===== config.mk =====
export PLATFORM = sky130hd
export DESIGN_NAME = pllctl_top
export DESIGN_NICKNAME = d
export VERILOG_FILES = /design/src/rtl/pllctl_pkg.sv /design/src/rtl/pllctl_sync.sv /design/src/rtl/pllctl_flags.sv /design/src/rtl/pllctl_clksel.sv /design/src/rtl/pllctl_top.sv
export SDC_FILE = /design/constraint.sdc
export NUM_CORES = 1
export LEC_CHECK = 0
export BUFFER_PORTS_ARGS = -buffer_cell sky130_fd_sc_hd__buf_2
export CORE_UTILIZATION = 30
export CTS_CLUSTER_DIAMETER = 200
export CTS_CLUSTER_SIZE = 12
export DETAILED_ROUTE_END_ITERATION = 10
export GPL_ROUTABILITY_DRIVEN = 1
export PLACE_DENSITY = 0.64
export SLEW_MARGIN = 40
export SYNTH_ARGS = -nofsm -noshare
export SYNTH_HDL_FRONTEND = slang
export SYNTH_SLANG_ARGS = --single-unit

===== constraint.sdc =====
create_clock -name clk -period 1.05 [get_ports clk]
set_input_delay 0 -clock clk [delete_from_list [all_inputs] [get_ports clk]]
set_output_delay 0 -clock clk [all_outputs]
set_load 0.02 [all_outputs]

===== src/rtl/pllctl_pkg.sv =====
package pllctl_pkg;

    localparam int REG_W      = 8;
    localparam int SYNC_DEPTH = 2;

    typedef enum logic [1:0] {
        SRC_XTAL = 2'b00,
        SRC_PLL  = 2'b01,
        SRC_RTC  = 2'b10,
        SRC_RSVD = 2'b11
    } src_e;

    // register 1 bit positions
    localparam int B_EN     = 0;
    localparam int B_LIE    = 1;
    localparam int B_UIE    = 2;
    localparam int B_LFLAG  = 3;
    localparam int B_UFLAG  = 4;
    localparam int B_STATUS = 5;

    typedef struct packed {
        logic       en;
        logic       lock_ie;
        logic       unlock_ie;
    } ctrl_s;

    typedef struct packed {
        logic       lock_flag;
        logic       unlock_flag;
    } flags_s;

    function automatic logic [REG_W-1:0] pack_ctrl(ctrl_s c, flags_s f, logic status);
        logic [REG_W-1:0] v;
        v           = '0;
        v[B_EN]     = c.en;
        v[B_LIE]    = c.lock_ie;
        v[B_UIE]    = c.unlock_ie;
        v[B_LFLAG]  = f.lock_flag;
        v[B_UFLAG]  = f.unlock_flag;
        v[B_STATUS] = status;
        return v;
    endfunction

    function automatic logic [REG_W-1:0] pack_cfg(logic [1:0] crit, src_e src);
        logic [REG_W-1:0] v;
        v      = '0;
        v[1:0] = src;
        v[3:2] = crit;
        return v;
    endfunction

endpackage


===== src/rtl/pllctl_sync.sv =====
module pllctl_sync #(
    parameter int DEPTH = 2
) (
    input  logic clk,
    input  logic rst,
    input  logic din,
    output logic dout,
    output logic dout_prev
);
    logic [DEPTH:0] stage;

    for (genvar i = 0; i <= DEPTH; i++) begin : g_stage
        if (i == 0) begin : g_first
            always_ff @(posedge clk) begin
                if (rst) stage[0] <= 1'b0;
                else     stage[0] <= din;
            end
        end else begin : g_next
            always_ff @(posedge clk) begin
                if (rst) stage[i] <= 1'b0;
                else     stage[i] <= stage[i-1];
            end
        end
    end

    assign dout      = stage[DEPTH-1];
    assign dout_prev = stage[DEPTH];
endmodule


===== src/rtl/pllctl_flags.sv =====
module pllctl_flags
    import pllctl_pkg::*;
(
    input  logic   clk,
    input  logic   rst,
    input  logic   lock_s,
    input  logic   lock_s_prev,
    input  logic   clr_lock,
    input  logic   clr_unlock,
    input  ctrl_s  ctrl,
    output flags_s flags,
    output logic   irq
);
    logic rise, fall;

    assign rise = lock_s & ~lock_s_prev;
    assign fall = ~lock_s & lock_s_prev;

    always_ff @(posedge clk) begin
        if (rst) begin
            flags <= '0;
        end else begin
            flags.lock_flag   <= (flags.lock_flag   & ~clr_lock)   | rise;
            flags.unlock_flag <= (flags.unlock_flag & ~clr_unlock) | fall;
        end
    end

    assign irq = (flags.lock_flag & ctrl.lock_ie) | (flags.unlock_flag & ctrl.unlock_ie);
endmodule


===== src/rtl/pllctl_clksel.sv =====
module pllctl_clksel
    import pllctl_pkg::*;
(
    input  logic       clk,
    input  logic       rst,
    input  logic       wr_src,
    input  logic [1:0] src_req,
    input  logic       pll_en,
    input  logic       locked,
    output src_e       sel
);
    logic pll_ok;
    src_e sel_nxt;

    assign pll_ok = pll_en & locked;

    always_comb begin
        sel_nxt = sel;
        if (sel == SRC_PLL && !pll_ok) sel_nxt = SRC_XTAL;
        if (wr_src) begin
            case (src_e'(src_req))
                SRC_RSVD: ;
                SRC_PLL:  if (pll_ok) sel_nxt = SRC_PLL;
                default:  sel_nxt = src_e'(src_req);
            endcase
        end
    end

    always_ff @(posedge clk) begin
        if (rst) sel <= SRC_XTAL;
        else     sel <= sel_nxt;
    end
endmodule


===== src/rtl/pllctl_top.sv =====
module pllctl_top
    import pllctl_pkg::*;
(
    input  logic             clk,
    input  logic             rst,
    input  logic             wr_en,
    input  logic             addr,
    input  logic [REG_W-1:0] wdata,
    output logic [REG_W-1:0] rdata,
    input  logic             lock_raw,
    output logic [1:0]       clk_sel,
    output logic             irq
);
    ctrl_s      ctrl;
    flags_s     flags;
    logic [1:0] crit;
    logic       lock_sync, lock_prev;
    logic       wr_cfg, wr_ctl;
    src_e       sel;

    assign wr_cfg = wr_en & ~addr;
    assign wr_ctl = wr_en &  addr;

    pllctl_sync #(.DEPTH(SYNC_DEPTH)) u_sync (
        .clk(clk), .rst(rst), .din(lock_raw),
        .dout(lock_sync), .dout_prev(lock_prev)
    );

    always_ff @(posedge clk) begin
        if (rst) begin
            ctrl <= '0;
            crit <= 2'b00;
        end else begin
            if (wr_ctl) begin
                ctrl.en        <= wdata[B_EN];
                ctrl.lock_ie   <= wdata[B_LIE];
                ctrl.unlock_ie <= wdata[B_UIE];
            end
            if (wr_cfg && !ctrl.en) crit <= wdata[3:2];
        end
    end

    pllctl_flags u_flags (
        .clk(clk), .rst(rst),
        .lock_s(lock_sync), .lock_s_prev(lock_prev),
        .clr_lock(wr_ctl & wdata[B_LFLAG]),
        .clr_unlock(wr_ctl & wdata[B_UFLAG]),
        .ctrl(ctrl), .flags(flags), .irq(irq)
    );

    pllctl_clksel u_sel (
        .clk(clk), .rst(rst),
        .wr_src(wr_cfg), .src_req(wdata[1:0]),
        .pll_en(ctrl.en), .locked(lock_sync),
        .sel(sel)
    );

    assign clk_sel = sel;
    assign rdata   = addr ? pack_ctrl(ctrl, flags, lock_sync) : pack_cfg(crit, sel);
endmodule


==> flow_summary.json, run 1 <==
{
  "crit-reg2reg-capture": "crit[1]",
  "path_class": "reg2out",
  "num_vias": 470,
  "critPathLaunchType": "register",
  "routed_wl_um": 1087,
  "hpwl_um": 756.7,
  "ios": 24,
  "yosys_warnings": 0,
  "syn-cell-area_um2": 559.3,
  "cp_num_buf_inv": 1,
  "cts.sinks": 12,
  "layout_commonest_cell": "buf_2",
  "hold_violations": 0,
  "setup_viol": 0,
  "layout_common_cells": "14 x buf_2, 7 x nand2_1, 7 x dfxtp_1",
  "drt-met1-wl_um": 502,
  "die_x_um": 45.18,
  "total_power_uw": 1015,
  "finClkSkew_ps": 3.759,
  "drc": 0,
  "wl_met2_um": 519,
  "place_area_um2": 646.9,
  "slew_violations": 0,
  "row_count": 15,
  "fin_ws_ps": 25.60,
  "firstDrtPassIters": 3,
  "insertion_delay_ps": 280,
  "final_area_um2": 789.5,
  "cts_buffers": 3,
  "dieArea_mm2": 0.002041,
  "cts-root-buf": "clkbuf_4",
  "fmax_mhz": 976.2,
  "crit_end": "rdata[0]",
  "intPower_uw": 765.3,
  "combPwrFrac_pct": 15.3,
  "antenna_found_initial": 0,
  "final_core_util_pct": 45.23,
  "area_growth_pct": 41.16,
  "num_antenna_cells": 0,
  "synthCells": 60,
  "grt_pass1_vias": 385,
  "cp_top_family": "flip-flops",
  "antenna_left": 0,
  "startpoint": "ctrl[2]",
  "gr-total-overflow": 0,
  "gp_congestion": 0.7460,
  "start_util_pct": 32.04,
  "critPathMaxStageDelay_ps": 350,
  "slowest_stage": "dfxtp_2",
  "grt_max_degree": 16,
  "first_iter_violations": 5,
  "r2r_slack_ps": 80,
  "nNetsFinal": 98,
  "reg2reg_depth": 3,
  "clock_path_buffers": 2,
  "fin_crit_sh_pct": 97.56,
  "via_per_inst": 4.312,
  "maxUsedRoutingLayer": "met4",
  "gr-usage-all-layers_pct": 12.52,
  "vdd_drop_max_mv": 0.4847,
  "holdWs_ps": 40.28,
  "end_kind": "output port",
  "hold_path.class": "in2reg",
  "cellLeakagePower_uw": 0.0003523,
  "wire_per_inst_um": 9.972,
  "period_minus_slack_ps": 1024,
  "seqPwrFrac_pct": 48.1,
  "reg2reg_from": "ctrl[2]",
  "drive_gt1_share_pct": 42.86,
  "wl_met3_um": 49,
  "path_depth": 2,
  "synth_cell_type_count": 19,
  "required_ps": 1050,
  "cap_violations": 0,
  "power.switching_uw": 250.2,
  "syn-mean-instance-area_um2": 9.321,
  "core_mm2": 0.001745,
  "status": "complete, no violations",
  "clk_pin_slew_ps": 80,
  "arrival_ps": 1020,
  "rsz0062_at_grt": "true",
  "cts_tree": "yes",
  "yosysSeqAreaShare_pct": 42.95,
  "htree_num_levels": 1,
  "p_clk_share_pct": 36.6,
  "ys_seq_elements": 12,
  "fp.dieH_um": 45.18,
  "placement.io_buffers": 18,
  "p_sw_share_pct": 24.64,
  "crit_chain": "mux2_4 -> buf_6",
  "grt_pass1_wl_um": 1704,
  "power_density_mw_per_mm2": 1286,
  "pre_cts_slack_ps": 42.87,
  "worstHoldPathCells": 2,
  "cp_max_fo": 4
}
==> power groups by stage <==
stage	Sequential [uW]	Clock [uW]	Combinational, uW
after CTS	488	388	147
after global routing	492	422	171
after detailed placement	497	0	119
after global placement	497	0	119
after floorplan	496	0	87.5
final	489	372	155
==> cells in the mapped netlist <==
library cell,instances,area share (%)
a22o_1,1,1.6
a211oi_2,1,2.2
mux2i_1,2,3.6
nand3_1,5,4.5
nand2_1,7,4.7
a211oi_1,1,1.3
mux2_2,1,2.0
mux2_1,3,6.0
dfxtp_1,12,43
and2_1,2,2.2
nor2b_1,5,5.6
buf_4,3,4.0
nor2_1,5,3.4
buf_6,1,2.0
a21oi_1,5,4.5
o21bai_1,1,1.3
conb_1,1,0.67
nor3b_2,3,6.7
clkbuf_1,1,0.67
==> sequential cells by signal, indices dropped and copies added, names as in the netlist <==
register,cells
u_sync.dout_prev,1
crit,2
u_sync.dout,1
u_flags.flags,2
u_sel.sel,2
ctrl,3
u_sync.stage,1
==> area by class of cell <==
class	count	area [um^2]
flip-flops and latches	12	246.5
well taps	25	31.28
clock buffers	4	36.28
multi-input cells	44	302.8
fillers	172	955.9
repair buffers	24	172.7
==> through the flow <==
stage / instances / TNS, ps
after floorplan: 61 / 0
after global routing: 109 / -27.28
after detailed placement: 99 / 0
after global placement: 99 / 0
after CTS: 108 / 0
final: 109 / 0
==> cell families after synthesis <==
logic type	Yosys count	share of synthesized area (%)
mux	6	11.63
buf+inv	5	6.710
compound gates	9	10.96
simple gates	27	27.07
other cells	1	0.6705
flops	12	42.95
==> metal layers <==
metal  track usage (%)  vias to the layer above
met5                 0                        -
met4             9.091                        0
met3             6.000                        4
met2             16.81                       14
met1             15.33                      206
li1                  -                      246
==> what timing repair did <==
| item | in CTS | in global routing |
|---|---|---|
| resized for setup | 13 | 4 |
| hold buffers | 5 | 0 |
| setup endpoints to repair | 4 | 3 |
| setup buffers | 0 | 1 |
| hold endpoints to repair | 7 | 0 |
==> how the worst min path moves through the flow <==
stage                        start         endpoint  slack (ps)
final                          rst          ctrl[0]          40
after global routing           rst          crit[1]          40
after detailed placement  lock_raw  u_sync.stage[0]         220
after CTS                      rst          ctrl[0]          30
after global placement    lock_raw  u_sync.stage[0]         220
after floorplan                rst      u_sync.dout          70
Note: power is estimated with default switching activity, not from simulation.
==> inputs of run 2 (changes only) <==
Settings changed: CORE_UTILIZATION 30 to 29, PLACE_DENSITY 0.64 to 0.62.
==> run 2 against run 1 <==
  * Cell count unchanged
  * Fmax up 1.7%
  * Highest routed layer unchanged
  * Die area is 3.3% higher
==> flow_summary.json, run 2 (synthesis gave the netlist of run 1 again) <==
{
  "nNetsFinal": 99,
  "gr-total-overflow": 0,
  "grt_pass1_vias": 472,
  "required_ps": 1050,
  "grt_max_degree": 16,
  "dieArea_mm2": 0.002108,
  "critPathLaunchType": "register",
  "htree_num_levels": 1,
  "row_count": 15,
  "start_util_pct": 31.70,
  "fmax_mhz": 992.4,
  "slew_violations": 0,
  "fin_crit_sh_pct": 95.96,
  "cellLeakagePower_uw": 0.0003490,
  "grt_pass1_wl_um": 1994,
  "num_antenna_cells": 0,
  "drive_gt1_share_pct": 42.86,
  "finClkSkew_ps": 0.3604,
  "crit_chain": "mux2_4 -> buf_6",
  "firstDrtPassIters": 2,
  "status": "complete, no violations",
  "power_density_mw_per_mm2": 1184,
  "slowest_stage": "dfxtp_1",
  "top_register": "ctrl",
  "layout_commonest_cell": "buf_2",
  "fin_tns_setup_ps": 0,
  "arrival_ps": 1010,
  "cp_num_buf_inv": 1,
  "cts_buffers": 3,
  "cp_max_fo": 4,
  "cts.sinks": 12,
  "die_x_um": 45.92,
  "gp_congestion": 0.6985,
  "core_mm2": 0.001764,
  "end_kind": "output port",
  "insertion_delay_ps": 260,
  "cts-root-buf": "clkbuf_4",
  "wire_per_inst_um": 10.45,
  "ios": 24,
  "holdWs_ps": 47.70,
  "path_class": "reg2out",
  "hold_violations": 0,
  "period_minus_slack_ps": 1008,
  "largest_reg_flops": 3,
  "layout_common_cells": "14 x buf_2, 7 x nand2_1, 7 x dfxtp_1",
  "antenna_left": 0,
  "drc": 0,
  "hold_path.class": "in2reg",
  "clock_path_buffers": 2,
  "hpwl_um": 804.6,
  "via_per_inst": 4.266,
  "area_growth_pct": 38.93,
  "final_core_util_pct": 44.04,
  "placement.io_buffers": 18,
  "vdd_drop_max_mv": 0.6888,
  "cts_tree": "yes",
  "cap_violations": 0,
  "critPathMaxStageDelay_ps": 330,
  "clk_pin_slew_ps": 70,
  "antenna_found_initial": 0,
  "setup_viol": 0,
  "gr-usage-all-layers_pct": 13.82,
  "cp_top_family": "flip-flops",
  "rsz0062_at_grt": "false",
  "first_iter_violations": 4,
  "fp.dieH_um": 45.92,
  "num_vias": 465,
  "routed_wl_um": 1139
}
## run 2: changes by cell type in the layout (fill, tap and decap cells not counted)
cell	previous run	this run
buf_4	1	2
clkbuf_8	1	0
nor3b_2	2	3
nor3b_4	1	0
## run 2: timing repair
| action | CTS | global route |
|---|---|---|
| gates resized for setup | 11 | 5 |
| cloned | 0 | 0 |
| hold buffers | 5 | 0 |
| endpoints found under the setup margin | 3 | 2 |
| setup buffers | 1 | 0 |
| endpoints found under the hold margin | 6 | 0 |
## run 2: through the flow
stage / power (uW) / cell area, um^2 / std cells / worst slack, ps
final: 920.0 / 777.0 / 109 / 42.37
after global routing: 976.6 / 777.0 / 109 / 2.810
after CTS: 926.7 / 764.5 / 109 / 0.6882
after detailed placement: 621.1 / 654.4 / 100 / 71.21
after global placement: 619.5 / 654.4 / 100 / 72.08
after floorplan: 583.4 / 563.0 / 61 / 125.5
## run 2: layout make-up
cell class | count | area, um^2
well taps | 25 | 31.28
flip-flops and latches | 12 | 246.5
repair buffers | 25 | 180.2
clock buffers | 3 | 22.52
multi-input cells | 44 | 296.5
fillers | 208 | 987.2
## run 2: worst paths after layout
path	from	endpoint	slack [ps]	depth (start not counted)
worst max-delay path	u_sel.sel[0]	rdata[0]	40	2
worst min-delay path	rst	u_sel.sel[0]	50	2
worst max register to register	ctrl[2]	crit[1]	80	3
worst min register to register	u_sync.stage[0]	u_sync.dout	440	1
## run 2: report_power, final
part | leakage, uW | internal [uW] | switching [uW]
sequential | 0.000100 | 476 | 13.8
clock | 0.0000138 | 132 | 143
combinational | 0.000235 | 79.0 | 76.6
total | 0.000349 | 687 | 233
## run 2: worst reg2reg max path, delay by kind of cell, from the launching register on
kind,cells,cell delay (ps)
mux,1,210
flops,1,340
simple gates,2,310
## run 2: per-layer routing
layer  vias up  share of wire (%)  track usage [%]
li1        250                  -                -
met1       202                 50            19.14
met2        11                 46            19.44
met3         2                3.4            3.571
met4         0               0.44            7.059
met5         -                  0                0
==> inputs of run 3 (changes only) <==
Settings changed: CORE_UTILIZATION 29 to 30, MAX_ROUTING_LAYER set to met4, PLACE_DENSITY 0.62 to 0.64.
==> run 3 against run 2 <==
  * Global-route usage is 0.93 points lower
  * Setup slack worse by 17 ps
  * Combinational power hardly changed
  * Highest routed layer unchanged
==> flow_summary.json, run 3 (synthesis gave the netlist of run 1 again) <==
{
  "area_growth_pct": 41.16,
  "clock_path_buffers": 2,
  "power_density_mw_per_mm2": 1286,
  "use_met1_pct": 15.33,
  "drc": 0,
  "cellLeakagePower_uw": 0.0003523,
  "row_count": 15,
  "finClkSkew_ps": 3.761,
  "rsz0062_at_grt": "true",
  "placement.io_buffers": 18,
  "hold_violations": 0,
  "dieArea_mm2": 0.002041,
  "clk_pin_slew_ps": 80,
  "cts.sinks": 12,
  "final_area_um2": 789.5,
  "gp_congestion": 0.7555,
  "grt_pass1_vias": 384,
  "fmax_mhz": 976.3,
  "core_mm2": 0.001745,
  "dp.cells": 99,
  "crit_chain": "mux2_4 -> buf_6",
  "cts-root-buf": "clkbuf_4",
  "ios": 24,
  "hold_path.class": "in2reg",
  "met3_usage_pct": 6.000,
  "largest_reg_flops": 3,
  "fin_crit_sh_pct": 97.55,
  "layout_commonest_cell": "buf_2",
  "vdd_drop_max_mv": 0.4847,
  "busiest_layer": "met2",
  "start_util_pct": 32.04,
  "die_x_um": 45.18,
  "period_minus_slack_ps": 1024,
  "use_met2_pct": 16.81,
  "num_antenna_cells": 0,
  "via_per_inst": 4.312,
  "num_vias": 470,
  "critPathLaunchType": "register",
  "holdWs_ps": 40.48,
  "path_class": "reg2out",
  "slew_violations": 0,
  "top_register": "ctrl",
  "wire_per_inst_um": 9.963,
  "antenna_left": 0,
  "first_iter_violations": 5,
  "cts_tree": "yes",
  "insertion_delay_ps": 280,
  "slowest_stage": "dfxtp_2",
  "cts_buffers": 3,
  "place_area_um2": 646.9,
  "hpwl_um": 756.7,
  "pre_cts_slack_ps": 42.87,
  "gr-total-overflow": 0,
  "r2r_slack_ps": 80,
  "critPathMaxStageDelay_ps": 350,
  "cp_max_fo": 4,
  "setup_viol": 0,
  "gr-usage-all-layers_pct": 12.89,
  "grt_pass1_wl_um": 1711,
  "routed_wl_um": 1086,
  "firstDrtPassIters": 3,
  "antenna_found_initial": 0,
  "status": "complete, no violations",
  "fp.dieH_um": 45.18,
  "nNetsFinal": 98,
  "drive_gt1_share_pct": 42.86,
  "fin_ws_ps": 25.74,
  "fin_tns_setup_ps": 0,
  "grt_max_degree": 16,
  "arrival_ps": 1020,
  "final_cell_count_no_fill": 109,
  "nFillCells": 172,
  "htree_num_levels": 1,
  "layout_common_cells": "14 x buf_2, 7 x nand2_1, 7 x dfxtp_1",
  "end_kind": "output port",
  "cap_violations": 0,
  "required_ps": 1050
}
## run 3: cell count changes in the layout (fill, tap and decap cells not counted), sizes merged
cell,delta
clkbuf,+1
buf,-1
## run 3: path summary, 6_finish.rpt
path,from,to,depth (start not counted)
hold reg to reg,u_sync.stage[0],u_sync.dout,1
setup reg to reg,ctrl[2],crit[1],3
hold / removal,rst,ctrl[0],2
setup / recovery,ctrl[2],rdata[0],2
## run 3: power breakdown
| part | internal (uW) | switching, uW |
|---|---|---|
| clock network | 211 | 161 |
| logic | 78.8 | 76.1 |
| registers | 475 | 13.3 |
## run 3: layout make-up
type / count / area, um^2 / area share, %
multi-input cells: 44 / 302.8 / 38.35
flip-flops and latches: 12 / 246.5 / 31.22
repair buffers: 24 / 172.7 / 21.87
clock buffers: 4 / 36.28 / 4.596
well taps: 25 / 31.28 / 3.962
## run 3: layer usage
metal	vias up	wire length [um]	part of all wire [%]
li1	246	-	-
met1	206	497	46
met2	14	519	48
met3	4	52	4.8
met4	0	16	1.5
met5	-	0	0
## run 3: worst max-delay path, delay by kind of cell, from the launching register on
kind / cells / cell delay, ps
buffers and inverters: 1 / 130
flip-flops: 1 / 350
multiplexers: 1 / 260
## run 3: repair_timing
item                                    CTS  global route
hold buffers                              5             0
endpoints found under the setup margin    4             3
resized for setup                        13             4
buffers inserted                          0             1
hold endpoints to repair                  7             0
## run 3: stage by stage
| step | utilization, % | power [uW] |
|---|---|---|
| 6_report | 45.23 | 1015 |
| 5_1_grt | 45.23 | 1085 |
| 4_1_cts | 44.01 | 1023 |
| 3_5_place_dp | 37.06 | 616.0 |
| 3_3_place_gp | 37.06 | 615.5 |
| 2_1_floorplan | - | 583.4 |
